`src/rtl/ilv_pkg.sv`:
```
package ilv_pkg;

  localparam int RATE_W = 2;
  localparam int POS_W  = 3;
  localparam int MAX_DEV = 1 << ((1 << RATE_W) - 1);

  typedef struct packed {
    logic               rsvd;
    logic               txclk_sys;
    logic [RATE_W-1:0]  rate;
    logic               ilv_en;
    logic [POS_W-1:0]   pos;
  } ilv_ctrl_t;

endpackage

```
`src/rtl/ilv_rst_sync.sv`:
```
module ilv_rst_sync (
  input  logic clk,
  input  logic rst_n,
  output logic rst_sync_n
);

  logic [1:0] sync_q;

  always_ff @(posedge clk or negedge rst_n) begin
    if (!rst_n) begin
      sync_q <= 2'b00;
    end else begin
      sync_q <= {sync_q[0], 1'b1};
    end
  end

  assign rst_sync_n = sync_q[1];

endmodule

```
`src/rtl/ilv_cfg_latch.sv`:
```
module ilv_cfg_latch
  import ilv_pkg::*;
(
  input  logic              clk,
  input  logic              rst_n,
  input  logic              fsync,
  input  logic              ctrl_en,
  input  logic [RATE_W-1:0] ctrl_rate,
  input  logic [POS_W-1:0]  ctrl_pos,
  output logic              locked,
  output logic              en_act,
  output logic [RATE_W-1:0] lg_dev,
  output logic [POS_W-1:0]  pos_eff,
  output logic              pos_valid
);

  logic              en_q,     en_d;
  logic [RATE_W-1:0] rate_q,   rate_d;
  logic [POS_W-1:0]  pos_q,    pos_d;
  logic              locked_q, locked_d;
  logic [POS_W:0]    ndev;

  // next-state: configuration is captured only on a frame sync
  always_comb begin
    en_d     = en_q;
    rate_d   = rate_q;
    pos_d    = pos_q;
    locked_d = locked_q;
    if (fsync) begin
      en_d     = ctrl_en;
      rate_d   = ctrl_rate;
      pos_d    = ctrl_pos;
      locked_d = 1'b1;
    end
  end

  always_ff @(posedge clk or negedge rst_n) begin
    if (!rst_n) begin
      en_q     <= 1'b0;
      rate_q   <= '0;
      pos_q    <= '0;
      locked_q <= 1'b0;
    end else begin
      en_q     <= en_d;
      rate_q   <= rate_d;
      pos_q    <= pos_d;
      locked_q <= locked_d;
    end
  end

  assign locked    = locked_q;
  assign en_act    = en_q;
  assign lg_dev    = en_q ? rate_q : '0;
  assign pos_eff   = en_q ? pos_q  : '0;
  assign ndev      = (POS_W+1)'(1) << lg_dev;
  assign pos_valid = ({1'b0, pos_eff} < ndev);

  assert_cfg_held_R9: assert property (@(posedge clk) disable iff (!rst_n)
    !fsync |=> ($stable(en_q) && $stable(rate_q) && $stable(pos_q)));

  assert_lock_sticky_R8: assert property (@(posedge clk) disable iff (!rst_n)
    locked_q |=> locked_q);

endmodule

```
`src/rtl/ilv_slot_timer.sv`:
```
module ilv_slot_timer
  import ilv_pkg::*;
#(
  parameter int CH_PER_DEV = 32,
  parameter int BYTE_W     = 8,
  parameter int SLOT_W     = 8,
  parameter int BIT_W      = 3
) (
  input  logic              clk,
  input  logic              rst_n,
  input  logic              fsync,
  input  logic [RATE_W-1:0] lg_dev,
  input  logic [POS_W-1:0]  pos_eff,
  input  logic              pos_valid,
  output logic [SLOT_W-1:0] slot_q,
  output logic [BIT_W-1:0]  bit_q,
  output logic              own
);

  localparam logic [BIT_W-1:0] LAST_BIT = BIT_W'(BYTE_W - 1);

  logic [SLOT_W-1:0] slot_d;
  logic [BIT_W-1:0]  bit_d;
  logic [SLOT_W:0]   frame_slots;
  logic              last_slot;
  logic [POS_W:0]    ndev;
  logic [POS_W-1:0]  dev_mask;
  logic [POS_W-1:0]  dev_idx;

  assign frame_slots = (SLOT_W+1)'(CH_PER_DEV) << lg_dev;
  assign last_slot   = ({1'b0, slot_q} == (frame_slots - 1'b1));

  always_comb begin
    slot_d = slot_q;
    bit_d  = bit_q;
    if (fsync) begin
      slot_d = '0;
      bit_d  = '0;
    end else if (bit_q == LAST_BIT) begin
      bit_d  = '0;
      slot_d = last_slot ? '0 : slot_q + 1'b1;
    end else begin
      bit_d  = bit_q + 1'b1;
    end
  end

  always_ff @(posedge clk or negedge rst_n) begin
    if (!rst_n) begin
      slot_q <= '0;
      bit_q  <= '0;
    end else begin
      slot_q <= slot_d;
      bit_q  <= bit_d;
    end
  end

  // slot-to-device decode: low bits of the slot index, masked by N-1
  assign ndev     = (POS_W+1)'(1) << lg_dev;
  assign dev_mask = ndev[POS_W-1:0] - 1'b1;
  assign dev_idx  = slot_q[POS_W-1:0] & dev_mask;
  assign own      = pos_valid && (dev_idx == pos_eff);

  assert_slot_in_frame_R1: assert property (@(posedge clk) disable iff (!rst_n)
    ({1'b0, slot_q} < frame_slots));

  assert_slot_step_R1: assert property (@(posedge clk) disable iff (!rst_n)
    (!fsync && bit_q == LAST_BIT && !last_slot) |=> (slot_q == $past(slot_q) + 1'b1));

  assert_sync_start_R7: assert property (@(posedge clk) disable iff (!rst_n)
    fsync |=> (slot_q == '0 && bit_q == '0));

endmodule

```
`src/rtl/ilv_tx_slot.sv`:
```
module ilv_tx_slot #(
  parameter int BYTE_W = 8,
  parameter int BIT_W  = 3
) (
  input  logic              clk,
  input  logic              rst_n,
  input  logic              own_act,
  input  logic [BIT_W-1:0]  bit_q,
  input  logic [BYTE_W-1:0] es_rd_data,
  output logic              txd,
  output logic              txd_oe,
  output logic              rd_req
);

  localparam logic [BIT_W-1:0] LAST_BIT = BIT_W'(BYTE_W - 1);

  logic [BIT_W-1:0] sel_idx;

  assign sel_idx = LAST_BIT - bit_q;
  assign txd_oe  = own_act;
  assign txd     = own_act ? es_rd_data[sel_idx] : 1'b0;
  assign rd_req  = own_act && (bit_q == LAST_BIT);

  assert_quiet_line_R4: assert property (@(posedge clk) disable iff (!rst_n)
    !txd_oe |-> !txd);

  assert_single_pop_R5: assert property (@(posedge clk) disable iff (!rst_n)
    rd_req |=> !rd_req);

  assert_pop_in_slot_R5: assert property (@(posedge clk) disable iff (!rst_n)
    rd_req |-> txd_oe);

endmodule

```
`src/rtl/ilv_rx_slot.sv`:
```
module ilv_rx_slot #(
  parameter int BYTE_W = 8,
  parameter int BIT_W  = 3
) (
  input  logic              clk,
  input  logic              rst_n,
  input  logic              own_act,
  input  logic [BIT_W-1:0]  bit_q,
  input  logic              rxd,
  output logic [BYTE_W-1:0] wr_data,
  output logic              wr_vld
);

  localparam logic [BIT_W-1:0] LAST_BIT = BIT_W'(BYTE_W - 1);

  logic [BYTE_W-1:0] sh_q,   sh_d;
  logic [BYTE_W-1:0] data_q, data_d;
  logic              vld_q,  vld_d;
  logic              sh_en;

  assign sh_en = own_act;

  always_comb begin
    sh_d   = sh_q;
    data_d = data_q;
    vld_d  = 1'b0;
    if (sh_en) begin
      sh_d = {sh_q[BYTE_W-2:0], rxd};
      if (bit_q == LAST_BIT) begin
        data_d = {sh_q[BYTE_W-2:0], rxd};
        vld_d  = 1'b1;
      end
    end
  end

  always_ff @(posedge clk or negedge rst_n) begin
    if (!rst_n) begin
      sh_q   <= '0;
      data_q <= '0;
      vld_q  <= 1'b0;
    end else begin
      sh_q   <= sh_d;
      data_q <= data_d;
      vld_q  <= vld_d;
    end
  end

  assign wr_data = data_q;
  assign wr_vld  = vld_q;

  assert_wr_single_R6: assert property (@(posedge clk) disable iff (!rst_n)
    wr_vld |=> !wr_vld);

  assert_wr_after_slot_R6: assert property (@(posedge clk) disable iff (!rst_n)
    wr_vld |-> $past(own_act));

endmodule

```
`src/rtl/pcm_ilv_slot_ctl.sv`:
```
module pcm_ilv_slot_ctl
  import ilv_pkg::*;
#(
  parameter int CH_PER_DEV = 32,
  parameter int BYTE_W     = 8
) (
  input  logic              clk,
  input  logic              rst_n,
  input  logic [7:0]        ctrl_reg,
  input  logic              fsync_rx,
  input  logic              fsync_tx_ext,
  input  logic              bus_rxd,
  input  logic [BYTE_W-1:0] es_rd_data,
  output logic              es_rd_req,
  output logic [BYTE_W-1:0] es_wr_data,
  output logic              es_wr_vld,
  output logic              bus_txd,
  output logic              bus_txd_oe,
  output logic              fsync_tx,
  output logic              txclk_sys_sel
);

  localparam int SLOT_W = $clog2(CH_PER_DEV * MAX_DEV);
  localparam int BIT_W  = $clog2(BYTE_W);

  ilv_ctrl_t         ctrl;
  logic              ctrl_unused;
  logic              rst_sync_n;
  logic              locked;
  logic              en_act;
  logic [RATE_W-1:0] lg_dev;
  logic [POS_W-1:0]  pos_eff;
  logic              pos_valid;
  logic [SLOT_W-1:0] slot_q;
  logic [BIT_W-1:0]  bit_q;
  logic              own;
  logic              own_act;

  assign ctrl        = ilv_ctrl_t'(ctrl_reg);
  assign ctrl_unused = ctrl.rsvd;

  ilv_rst_sync u_rst_sync (
    .clk        (clk),
    .rst_n      (rst_n),
    .rst_sync_n (rst_sync_n)
  );

  ilv_cfg_latch u_cfg (
    .clk       (clk),
    .rst_n     (rst_sync_n),
    .fsync     (fsync_rx),
    .ctrl_en   (ctrl.ilv_en),
    .ctrl_rate (ctrl.rate),
    .ctrl_pos  (ctrl.pos),
    .locked    (locked),
    .en_act    (en_act),
    .lg_dev    (lg_dev),
    .pos_eff   (pos_eff),
    .pos_valid (pos_valid)
  );

  ilv_slot_timer #(
    .CH_PER_DEV (CH_PER_DEV),
    .BYTE_W     (BYTE_W),
    .SLOT_W     (SLOT_W),
    .BIT_W      (BIT_W)
  ) u_timer (
    .clk       (clk),
    .rst_n     (rst_sync_n),
    .fsync     (fsync_rx),
    .lg_dev    (lg_dev),
    .pos_eff   (pos_eff),
    .pos_valid (pos_valid),
    .slot_q    (slot_q),
    .bit_q     (bit_q),
    .own       (own)
  );

  assign own_act = locked && own;

  ilv_tx_slot #(
    .BYTE_W (BYTE_W),
    .BIT_W  (BIT_W)
  ) u_tx (
    .clk        (clk),
    .rst_n      (rst_sync_n),
    .own_act    (own_act),
    .bit_q      (bit_q),
    .es_rd_data (es_rd_data),
    .txd        (bus_txd),
    .txd_oe     (bus_txd_oe),
    .rd_req     (es_rd_req)
  );

  ilv_rx_slot #(
    .BYTE_W (BYTE_W),
    .BIT_W  (BIT_W)
  ) u_rx (
    .clk     (clk),
    .rst_n   (rst_sync_n),
    .own_act (own_act),
    .bit_q   (bit_q),
    .rxd     (bus_rxd),
    .wr_data (es_wr_data),
    .wr_vld  (es_wr_vld)
  );

  assign fsync_tx      = ctrl.ilv_en ? fsync_rx : fsync_tx_ext;
  assign txclk_sys_sel = ctrl.txclk_sys;

  assert_idle_unlocked_R8: assert property (@(posedge clk) disable iff (!rst_sync_n)
    !locked |-> (!bus_txd_oe && !es_rd_req && !es_wr_vld));

  assert_solo_all_slots_R3: assert property (@(posedge clk) disable iff (!rst_sync_n)
    (locked && !en_act) |-> bus_txd_oe);

  assert_no_slot_out_of_range_R2: assert property (@(posedge clk) disable iff (!rst_sync_n)
    !pos_valid |-> !bus_txd_oe);

endmodule

```
`config.mk`:
```
export PLATFORM = sky130hd
export DESIGN_NAME = pcm_ilv_slot_ctl
export DESIGN_NICKNAME = d
export VERILOG_FILES = /design/src/rtl/ilv_pkg.sv /design/src/rtl/ilv_rst_sync.sv /design/src/rtl/ilv_cfg_latch.sv /design/src/rtl/ilv_slot_timer.sv /design/src/rtl/ilv_tx_slot.sv /design/src/rtl/ilv_rx_slot.sv /design/src/rtl/pcm_ilv_slot_ctl.sv
export SDC_FILE = /design/constraint.sdc
export NUM_CORES = 1
export LEC_CHECK = 0
export BUFFER_PORTS_ARGS = -buffer_cell sky130_fd_sc_hd__buf_2
export CELL_PAD_IN_SITES_DETAIL_PLACEMENT = 0
export CELL_PAD_IN_SITES_GLOBAL_PLACEMENT = 1
export CORE_UTILIZATION = 47
export DETAILED_ROUTE_END_ITERATION = 10
export PLACE_DENSITY_LB_ADDON = 0.1
export SLEW_MARGIN = 5
export SYNTH_ARGS = -nofsm -noshare
export SYNTH_HDL_FRONTEND = slang
export SYNTH_HIERARCHICAL = 1
export SYNTH_SLANG_ARGS = --single-unit
```
`constraint.sdc`:
```
create_clock -name clk -period 7 [get_ports clk]
set_input_delay 1.4 -clock clk [delete_from_list [all_inputs] [get_ports clk]]
set_output_delay 1.4 -clock clk [all_outputs]
set_load 0.01 [all_outputs]
```
[Yosys cells after proc, flatten, opt, wreduce, memory -nomap -nowiden]
Cells that the tools add are included.
Operators by class
  add/subtract/negate cells: 5
  magnitude comparators: 2
  equality and inequality tests: 3
  shifts and indexed selects: 2
  muxes and demuxes: 13
  bitwise operators: 1
  reductions and logical operators: 5
Operator list (count)
  $mux 8: 3
  $eq 8x9->1: 1
  $mux 3: 3
  $shl 6x2->9 const A: 1
  $sub 9x1->9 const B: 1
  $add 8x1->8 const B: 1
  $mux 1: 5
  $lt 3x4->1: 1
  $lt 3x4->1 const B: 1
  $shl 1x2->4 const A: 1
  $add 3x1->3 const B: 1
  $and 3x3->3: 1
  $bmux 1 s3: 1
  $eq 3x3->1: 1
  $eq 3x3->1 const B: 1
  $logic_and 1x1->1: 3
  $sub 3x1->3 const B: 1
  $sub 3x3->3 const A: 1
  $mux 2: 1
  $reduce_and 2->1: 1
  $reduce_bool 2->1: 1
Word-level totals
  bits in registers: 36
  input port bits: 21
  output and inout bits: 14
  word-level logic and storage cells: 41

[Logic depth before layout (Yosys ltp)]
Gate-level depths: netlist (run 1).
  word-level depth: 8
  mapped depth: 11

[By module]
Netlist (run 1), hierarchy kept.
By module, submodules not included
  ilv_slot_timer: instances 1, cells each 62, area each 664.4 µm², seq. area each 275.3 µm²
  ilv_rx_slot: instances 1, cells each 34, area each 605.6 µm², seq. area each 400.4 µm²
  ilv_cfg_latch: instances 1, cells each 28, area each 362.8 µm², seq. area each 175.2 µm²
  ilv_tx_slot: instances 1, cells each 7, area each 91.3 µm², seq. area each 0.0 µm²
  ilv_rst_sync: instances 1, cells each 3, area each 53.8 µm², seq. area each 50.0 µm²
  pcm_ilv_slot_ctl: instances 1, cells each 3, area each 28.8 µm², seq. area each 0.0 µm²

[Least setup slack after synthesis (run 1)]
Ideal clock, no wire load.
  kind: input -> output
  from: in es_rd_data[6]
  to: out bus_txd
  data arrival time: 2120 ps
  required time: 5600 ps
  path slack: 3480 ps
  cell stages on the path: 2
  path buffers: 0
  cells stage by stage: mux4_1 > a22o_1
Between the ends
  cells in the longest elaborated chain, start to end: 3
RTL lines
  start: declaration: RTL line pcm_ilv_slot_ctl.sv:13  | input logic [BYTE_W-1:0] es_rd_data,
  $bmux 1 s3: RTL line ilv_tx_slot.sv:21  | assign txd = own_act ? es_rd_data[sel_idx] : 1'b0;
  $mux 1 (not written as such): RTL line ilv_tx_slot.sv:21
  $mux 1: RTL line ilv_tx_slot.sv:21
  end: declaration: RTL line pcm_ilv_slot_ctl.sv:17  | output logic bus_txd,
No other way between the ends. The select of a mux whose other input is x is not followed.

[Worst setup path after layout (run 1)]
  from: reg u_cfg.en_q (netlist: u_cfg/en_act)
  to: out bus_txd
Between the ends
  elaborated cells on any way between the ends: 10
  classes of those cells: add/sub: 1; order compare: 1; eq/ne: 1; shift: 1; mux: 3; bitwise: 1; reduce/logical: 2
RTL lines
  start: declaration: RTL line ilv_cfg_latch.sv:17  | logic en_q, en_d;
  start signal: assignment: RTL line ilv_cfg_latch.sv:44  | en_q <= en_d;
  $mux 2: RTL line ilv_cfg_latch.sv:53  | assign lg_dev = en_q ? rate_q : '0;
  via lg_dev[1]: RTL line pcm_ilv_slot_ctl.sv:31  | logic [RATE_W-1:0] lg_dev;
  $shl 1x2->4: RTL line ilv_slot_timer.sv:58  | assign ndev = (POS_W+1)'(1) << lg_dev;
  $lt 3x4->1: RTL line ilv_cfg_latch.sv:56  | assign pos_valid = ({1'b0, pos_eff} < ndev);
  via pos_valid: RTL line pcm_ilv_slot_ctl.sv:33  | logic pos_valid;
  $logic_and 1x1->1: RTL line ilv_slot_timer.sv:61  | assign own = pos_valid && (dev_idx == pos_eff);
  via own: RTL line pcm_ilv_slot_ctl.sv:36  | logic own;
  $logic_and 1x1->1: RTL line pcm_ilv_slot_ctl.sv:79  | assign own_act = locked && own;
  $mux 1: RTL line ilv_tx_slot.sv:21
The timed path passes the listed nets, and every way through them passes these cells.

==> results of run 1 <==
[cells by family after synthesis]
family,synth area share (%)
adders and majority gates,3.46
other,0.208
DFF,49.9
buffers and inverters,3.18
muxes,17.9
and+or+nand+nor,13.4
AOI/OAI and AO/OA,8.52
xor gates and xnor gates,3.39
[stage by stage]
stage               instance area, um2  hold slack [ps]  total power (W)  setup WS [ps]
floorplan                         1810              331         0.000328           3480
global placement                  1980              226         0.000343           2900
detailed placement                1980              232         0.000350           2850
CTS                               2080              241         0.000530           2520
global route                      2080              272         0.000550           2290
finish                            2080              219         0.000522           2600
[state kept, by name, indices dropped and copies added, names as in the netlist]
register	count
u_cfg/en_act	1
u_rx/wr_vld	1
u_cfg/locked	1
u_timer/bit_q	3
u_rst_sync/sync_q	2
u_cfg/pos_q	3
u_timer/slot_q	8
u_rx/wr_data	8
u_cfg/rate_q	2
u_rx/sh_q	7
[cell usage in the layout, fill, tap and decap left out, types with 5 or more instances in the layout]
cell and instances:
mux2_2 21, ha_1 5, xor2_1 5, buf_2 31, and2_1 7, clkbuf_8 5, dfrtp_1 36
[routing by layer]
| metal | share of wire, % | vias up | GRT usage (%) | wire (um) |
|---|---|---|---|---|
| met5 | 0 | - | 0 | 0 |
| met4 | 2.2 | 0 | 9.66 | 69 |
| met3 | 6.3 | 5 | 5.36 | 195 |
| met2 | 44 | 33 | 26.7 | 1360 |
| met1 | 47 | 566 | 22.0 | 1470 |
| li1 | - | 569 | - | - |
[power by group through the flow]
stage | Sequential [W] | Clock (W) | Combinational, W
after floorplan | 0.000260 | 0 | 0.0000683
after global placement | 0.000261 | 0 | 0.0000823
after detailed placement | 0.000264 | 0 | 0.0000858
after CTS | 0.000260 | 0.000184 | 0.0000860
after global routing | 0.000264 | 0.000192 | 0.0000941
final | 0.000260 | 0.000178 | 0.0000842
[synthesized netlist by cell type, types with 3 or more instances]
cell and instances:
nor2_1 3, buf_4 3, dfrtp_1 36, nand2_1 3, nand3_1 3, a211oi_1 3, mux2_2 21, and2_1 7
o21ai_0 3, xor2_1 5, ha_1 5
[cell type report]
type / instances / area, um2 / share of cell area (%)
flip-flops and latches: 36 / 901 / 43.2
multi-input cells: 93 / 848 / 40.7
repair buffers: 32 / 163 / 7.81
clock buffers: 6 / 72.6 / 3.48
well taps: 48 / 60.1 / 2.88
clock inverters: 2 / 35.0 / 1.68
inverters: 1 / 3.75 / 0.180
[how the worst max path moves through the flow]
stage / end / from / depth (start not counted) / slack [ps]
detailed placement: bus_txd / u_cfg/en_act / 11 / 2850
CTS: bus_txd / u_cfg/en_act / 11 / 2520
finish: bus_txd / u_cfg/en_act / 11 / 2600
floorplan: bus_txd / es_rd_data[6] / 2 / 3480
global route: bus_txd / u_cfg/en_act / 11 / 2290
global placement: bus_txd / u_cfg/en_act / 11 / 2900
==> impl_results.md, run 1 <==
- Cts bufs inserted: 5
- Max H-tree Level: 2
- Period minus WS final: 4400 ps
- Achievable Freq: 227 MHz
- Post-DRT Antenna Nets: 0
- CTS root buf: clkbuf_8
- P_leak: 0.968 nW
- Global-route wire length before repair: 5.37 mm
- Post-synth top area cell: dfrtp_1
- R2r setup slk: 4060 ps
- Largest net degree at the start of global routing: 22
- Top Ports: 35
- Max Slew Vio Count: 0
- Die H: 64 um
- Synthesized area: 1810 um2
- Post-Layout Cell Count: 218
- Reg-to-reg startpoint: u_cfg/en_act
- Final net count: 195
- Dpl hpwl: 2.20 mm
- Critical path data arrival time: 3000 ps
- Critical path class: reg -> out
- Clock network power share: 34.1%
- DRC viols: 0
- Wire per inst: 14.2 um
- YS warnings: 6
- GR Overflow Total: 0
- Antenna cells: 0
- CTS tree: built
- Psw: 0.000130 W
- FF-to-FF End: u_rx/wr_data[1]
- Core ar.: 3660 um2
- Gp weighted congestion: 0.711
- TritonRoute pass-1 iters: 4
- Final setup fails: 0
- Worst Clk Skew: 6.26 ps
- Post CTS Setup Buffer Count: 0
- Setup TNS: 0 ps
- Area grow syn2layout: 15.3%
- Hold Crit Class: reg -> async
- Clk buf depth: 2
- Initial antenna violation count: 0
- Switching share of power: 25.0%
- Register-to-Register Path Depth: 10
- Synth Register Bits: 36
- Slew @ Worst Pin: 802 ps
- Worst endpoint required time: 5600 ps
- RSZ-0062 raised after global routing: false
- DRT iter0 DRCs: 35
- Starting density of the core: 49.4%
- Synth cell types: 44
- Placed cells: 210
- Top cells by area, synth: dfrtp_1, mux2_2, ha_1, mux4_1, and2_1
- CP max stage cell: and2_1
- Crit path largest cell delay: 470 ps
- Combinational share of power: 16.1%
- Kind of cell adding the most delay to the critical path: simple AND/OR/NAND/NOR gates
- Syn Inst Count: 137
- Final Hold Violating Endpoints: 0
- Vias in the first global route: 1179
- Syn_area_per_cell: 13.2 um2
- Sequential share of power: 49.7%
- Pwr dens: 250 nW/um2
- Most Frequent Cell on Critical Path: and2_1
- Critical Path, Cell by Cell: and2_1 > nand2b_2 > ha_1 > or2_2 > o221ai_2 > o21ai_1 > nor3_1 > and2_1 > nor2b_1 > a22o_1 > buf_2
- Via/cell ratio: 5.38
- Die X: 64 um
- Post-Route Utilization: 56.9%
- Synth top area share: 49.9%
- Global-route usage over all layers: 17.5%
- Ys async rst share: 100%
- Post-Route WL: 3.09 mm
- Sequential share of the synthesized area: 49.9%
- # clock sinks: 36
- Post-CTS Hold Buffers: 0
- Clock Pin Slew Worst Setup and Hold Paths: 70 ps
- # rows: 22
- Port Buffers: 31
- Final period util: 62.8%
- Bufs and invs on worst path: 1
- Crit Path Max Fanout: 12
- Clock latency on the worst-skew pair: 290 ps
- Main synth FF type: dfrtp_1
- Post-cts sizing count: 0
- EDFF count, synth: 0
- DIE AREA: 4100 um2
- Crit. End Element: output pin
- Slew HR: 46.4%
- Max cap viols: 0
- Syn_nets: 163
- VDD IR max: 0.000191 V
- Layout cell share with drive strength beyond 1: 42.4%
- Vias post-DR: 1173
- Status: completed
- P_int: 0.000391 W
- Filler cells: 324
- Setup crit start kind: flop
(Power assumes the default switching activity.)
==> run 2, diff against run 1 <==
--- a/config.mk
+++ b/config.mk
@@ -8,7 +8,7 @@
 export BUFFER_PORTS_ARGS = -buffer_cell sky130_fd_sc_hd__buf_2
 export CELL_PAD_IN_SITES_DETAIL_PLACEMENT = 0
 export CELL_PAD_IN_SITES_GLOBAL_PLACEMENT = 1
-export CORE_UTILIZATION = 47
+export CORE_UTILIZATION = 44
 export DETAILED_ROUTE_END_ITERATION = 10
 export PLACE_DENSITY_LB_ADDON = 0.1
 export SLEW_MARGIN = 5
==> constraint.sdc (replaced) <==
create_clock -name clk -period 4.3 [get_ports clk]
set_input_delay 0.86 -clock clk [delete_from_list [all_inputs] [get_ports clk]]
set_output_delay 0.86 -clock clk [all_outputs]
set_load 0.01 [all_outputs]
==> run 2 against run 1 <==
  * Sequential share of layout area up 0.26 points
  * First-iteration DRC count grew 120%
  * Critical endpoint unchanged
  * Combinational power increased by 70%
==> impl_results.md, run 2 (synthesis gave the netlist of run 1 again) <==
- Psw: 0.000217 W
- RSZ-0062 raised after global routing: false
- Switching share of power: 27.2%
- Setup crit start kind: flop
- Max H-tree Level: 2
- Port Buffers: 31
- Clock latency on the worst-skew pair: 280 ps
- P_int: 0.000581 W
- Hold Crit Class: reg -> async
- Wire per inst: 15.1 um
- Final period util: 85.8%
- Via/cell ratio: 5.46
- Worst endpoint required time: 3440 ps
- Most frequent cells in the layout: dfrtp_1, buf_2, mux2_2
- Slew @ Worst Pin: 701 ps
- Post-CTS Hold Buffers: 0
- CTS tree: built
- Critical path class: reg -> out
- GR Overflow Total: 0
- Worst Clk Skew: 6.95 ps
- Combinational share of power: 17.9%
- VDD IR max: 0.000207 V
- Cts bufs inserted: 5
- Post-DRT Antenna Nets: 0
- Clock Pin Slew Worst Setup and Hold Paths: 80 ps
- P_leak: 0.966 nW
- Die X: 66.1 um
- Antenna cells: 0
- Pwr dens: 385 nW/um2
- Slew HR: 53.1%
- Global-route usage over all layers: 16.8%
- Core ar.: 3800 um2
- Crit Path Max Fanout: 12
- Vias post-DR: 1196
- CTS root buf: clkbuf_8
- Crit. End Element: output pin
- Achievable Freq: 271 MHz
- Setup TNS: 0 ps
- # rows: 22
- Max cap viols: 0
- Status: completed
- Initial antenna violation count: 0
- Clk buf depth: 2
- Post-cts sizing count: 0
- Area grow syn2layout: 14.6%
- DRT iter0 DRCs: 78
- Final Hold Violating Endpoints: 0
- Critical path data arrival time: 2830 ps
- Total power: 0.000797 W
- TritonRoute pass-1 iters: 4
- Gp weighted congestion: 0.750
- Largest net degree at the start of global routing: 23
- Clock network power share: 29.0%
- Vias in the first global route: 1198
- Final setup fails: 0
- Global-route wire length before repair: 5.43 mm
- Final net count: 196
- Period minus WS final: 3690 ps
- DIE AREA: 4370 um2
- Die H: 66.1 um
- Sequential share of power: 53.0%
- Layout cell share with drive strength beyond 1: 43.3%
- Max Slew Vio Count: 0
- Post-Route WL: 3.31 mm
- Starting density of the core: 47.6%
- DRC viols: 0
- Top Ports: 35
- Post CTS Setup Buffer Count: 0
- Commonest non-fill, non-tap cell in the layout: dfrtp_1
- # clock sinks: 36
- Dpl hpwl: 2.41 mm
run 2: power groups by stage:
stage / Sequential [W] / Clock (W) / Combinational (W)
after CTS: 0.000424 / 0.000240 / 0.000146
final: 0.000423 / 0.000232 / 0.000143
after floorplan: 0.000423 / 0 / 0.000111
after global placement: 0.000425 / 0 / 0.000137
after detailed placement: 0.000431 / 0 / 0.000145
after global routing: 0.000431 / 0.000253 / 0.000157
run 2: worst paths after layout:
kind	from	end	slack, ps	cells after the start
min in group clk	u_rst_sync/sync_q[0]	u_rst_sync/sync_q[1]	350	0
max	u_cfg/en_act	bus_txd	610	12
max reg2reg	u_cfg/en_act	u_rx/wr_data[7]	1520	11
min reg2reg	u_rst_sync/sync_q[1]	u_timer/slot_q[1]	230	0
min	u_rst_sync/sync_q[1]	u_timer/slot_q[1]	230	0
max in group asynchronous	u_rst_sync/sync_q[1]	u_cfg/pos_q[1]	3360	1
run 2: per-stage QoR:
stage	worst slack, ps	cell area (um2)	hold slack, ps	std cells	utilization, %
5_1_grt	392	2070	263	219	54.5
6_report	609	2070	228	219	54.5
2_1_floorplan	1480	1810	331	137	-
3_3_place_gp	942	1980	220	211	52.2
3_5_place_dp	844	1980	245	211	52.2
4_1_cts	531	2070	243	219	54.5
run 2: layout make-up:
cell class | count | area (um2)
timing repair buffer | 33 | 170
clock buffer | 5 | 68.8
sequential | 36 | 901
multi-input combinational | 93 | 848
clock inverter | 3 | 18.8
fill | 343 | 1730
inverter | 1 | 3.75
tap | 48 | 60.1
run 2: worst max-delay path, cell delays in order, from the launching register on:
cell,delay [ps]
dfrtp_1,420
and2_1,360
nand2b_2,90
ha_1,200
or2_2,300
o221ai_2,120
o21ai_1,90
nor3_1,180
and2_1,140
buf_4,200
nor2b_1,170
a22o_1,150
buf_2,120
run 2: routing by layer:
metal	GRT usage (%)	wire length, um	share of wire, %	vias to the layer above
met5	0	0	0	-
met4	5.05	11	0.33	0
met3	4.14	158	4.8	2
met2	27.6	1620	49	30
met1	21.8	1520	46	593
li1	-	-	-	571
==> run 3, diff against run 2 <==
--- a/config.mk
+++ b/config.mk
@@ -8,9 +8,11 @@
 export BUFFER_PORTS_ARGS = -buffer_cell sky130_fd_sc_hd__buf_2
 export CELL_PAD_IN_SITES_DETAIL_PLACEMENT = 0
 export CELL_PAD_IN_SITES_GLOBAL_PLACEMENT = 1
+export CORE_MARGIN = 2
 export CORE_UTILIZATION = 44
 export DETAILED_ROUTE_END_ITERATION = 10
 export PLACE_DENSITY_LB_ADDON = 0.1
+export REMOVE_ABC_BUFFERS = 1
 export SLEW_MARGIN = 5
 export SYNTH_ARGS = -nofsm -noshare
 export SYNTH_HDL_FRONTEND = slang
==> run 3 against run 2 <==
  * Sequential power about the same
  * Cell count increased by 0.91%
  * Register-to-register slack about the same
  * Sequential share of layout area decreased by 0.47 points
  * Largest cell class unchanged
  * Clock skew decreased by 0.60 ps
  * Non-clock buffer count unchanged
  * Maximum frequency decreased by 0.34%
  * First-iteration DRC count decreased by 58%
  * Worst hold slack got worse by 13 ps
  * Setup slack got worse by 12 ps
  * Combinational power about the same
==> impl_results.md, run 3 (synthesis gave the netlist of run 1 again) <==
- Gp weighted congestion: 0.766
- Post-cts sizing count: 0
- # clock sinks: 36
- TritonRoute pass-1 iters: 4
- Post-DRT Antenna Nets: 0
- CTS root buf: clkbuf_8
- Clock Pin Slew Worst Setup and Hold Paths: 70 ps
- Starting density of the core: 45.5%
- Worst Clk Skew: 6.35 ps
- Final Hold Violating Endpoints: 0
- DRT iter0 DRCs: 33
- Via/cell ratio: 5.38
- Crit Path Max Fanout: 12
- GR Overflow Total: 0
- Top Ports: 35
- Post CTS Setup Buffer Count: 0
- Max H-tree Level: 2
- Final net count: 196
- Wire per inst: 14.9 um
- Post-CTS Hold Buffers: 0
- Vias in the first global route: 1235
- Critical path data arrival time: 2840 ps
- Crit. End Element: output pin
- Post-place setup slack: 868 ps
- Slew @ Worst Pin: 698 ps
- Critical path class: reg -> out
- Global-route wire length before repair: 5.74 mm
- Antenna cells: 0
- Worst endpoint required time: 3440 ps
- Pwr dens: 407 nW/um2
- Slew HR: 53.4%
- Layout cell share with drive strength beyond 1: 42.7%
- Clk buf depth: 2
- Post-Route WL: 3.30 mm
- Period minus WS final: 3700 ps
- Hold Crit Class: reg -> async
- Status: completed
- Register-to-Register Path Depth: 11
- Die H: 68.1 um
- RSZ-0062 raised after global routing: false
- P_leak: 0.974 nW
- # rows: 23
- Max cap viols: 0
- Cts bufs inserted: 5
- Final period util: 86.1%
- Initial antenna violation count: 0
- Die X: 68.1 um
- CTS tree: built
- Port Buffers: 31
- DRC viols: 0
- Area grow syn2layout: 15.9%
- Final setup fails: 0
- Setup crit start kind: flop
- Dpl hpwl: 2.40 mm
- Achievable Freq: 270 MHz
- Clock latency on the worst-skew pair: 280 ps
- Most frequent cells in the layout: dfrtp_1, buf_2, mux2_2
- Vias post-DR: 1190
- VDD IR max: 0.000290 V
- Setup WS post-layout: 597 ps
- Setup TNS: 0 ps
- Largest net degree at the start of global routing: 23
- Max Slew Vio Count: 0
- Commonest non-fill, non-tap cell in the layout: dfrtp_1
- DIE AREA: 4630 um2
- Global-route usage over all layers: 17.2%
- Core ar.: 3970 um2
## run 3: layout make-up
cell class | count | area [um2]
Fill cell | 354 | 1880
Sequential cell | 36 | 901
Multi-Input combinational cell | 93 | 848
Timing Repair Buffer | 33 | 170
Clock buffer | 6 | 72.6
Tap cell | 50 | 62.6
Clock inverter | 2 | 35.0
Inverter | 1 | 3.75
## run 3: routing by layer
metal	wire [um]	up-vias	track usage, %
li1	-	567	-
met1	1530	596	22.0
met2	1610	25	27.1
met3	142	2	4.77
met4	24	0	7.50
met5	0	-	0
## run 3: worst paths after layout
kind / start / to / slack [ps]
max: u_cfg/en_act / bus_txd / 600
min: u_rst_sync/sync_q[1] / u_cfg/locked / 220
max reg2reg: u_cfg/en_act / u_rx/wr_data[3] / 1520
min reg2reg: u_rst_sync/sync_q[1] / u_cfg/locked / 220
max in group asynchronous: u_rst_sync/sync_q[1] / u_cfg/rate_q[0] / 3400
min in group clk: u_rst_sync/sync_q[0] / u_rst_sync/sync_q[1] / 350
## run 3: critical path: stages (launching register included)
cell and delay, ps:
dfrtp_1 430, and2_1 380, nand2b_2 80, ha_1 210, or2_2 310, o221ai_2 130, o21ai_1 80, nor3_1 170
and2_1 140, buf_4 190, nor2b_1 170, a22o_1 150, buf_2 120
## run 3: per-stage QoR
| stage | cell area, um2 | util, % | std cells | hold WS, ps | total power, W |
|---|---|---|---|---|---|
| 5_1_grt | 2090 | 52.7 | 221 | 266 | 0.000902 |
| 6_report | 2090 | 52.7 | 221 | 215 | 0.000852 |
| 2_1_floorplan | 1750 | - | 130 | 331 | 0.000521 |
| 3_3_place_gp | 1990 | 50.0 | 213 | 226 | 0.000564 |
| 4_1_cts | 2090 | 52.7 | 221 | 242 | 0.000866 |
| 3_5_place_dp | 1990 | 50.0 | 213 | 238 | 0.000573 |
## run 3: power breakdown
group	leakage, nW	total (W)	internal, W	switching [W]
clock network	0.0552	0.000289	0.000172	0.000117
registers	0.460	0.000422	0.000386	0.0000355
logic	0.459	0.000142	0.0000818	0.0000597
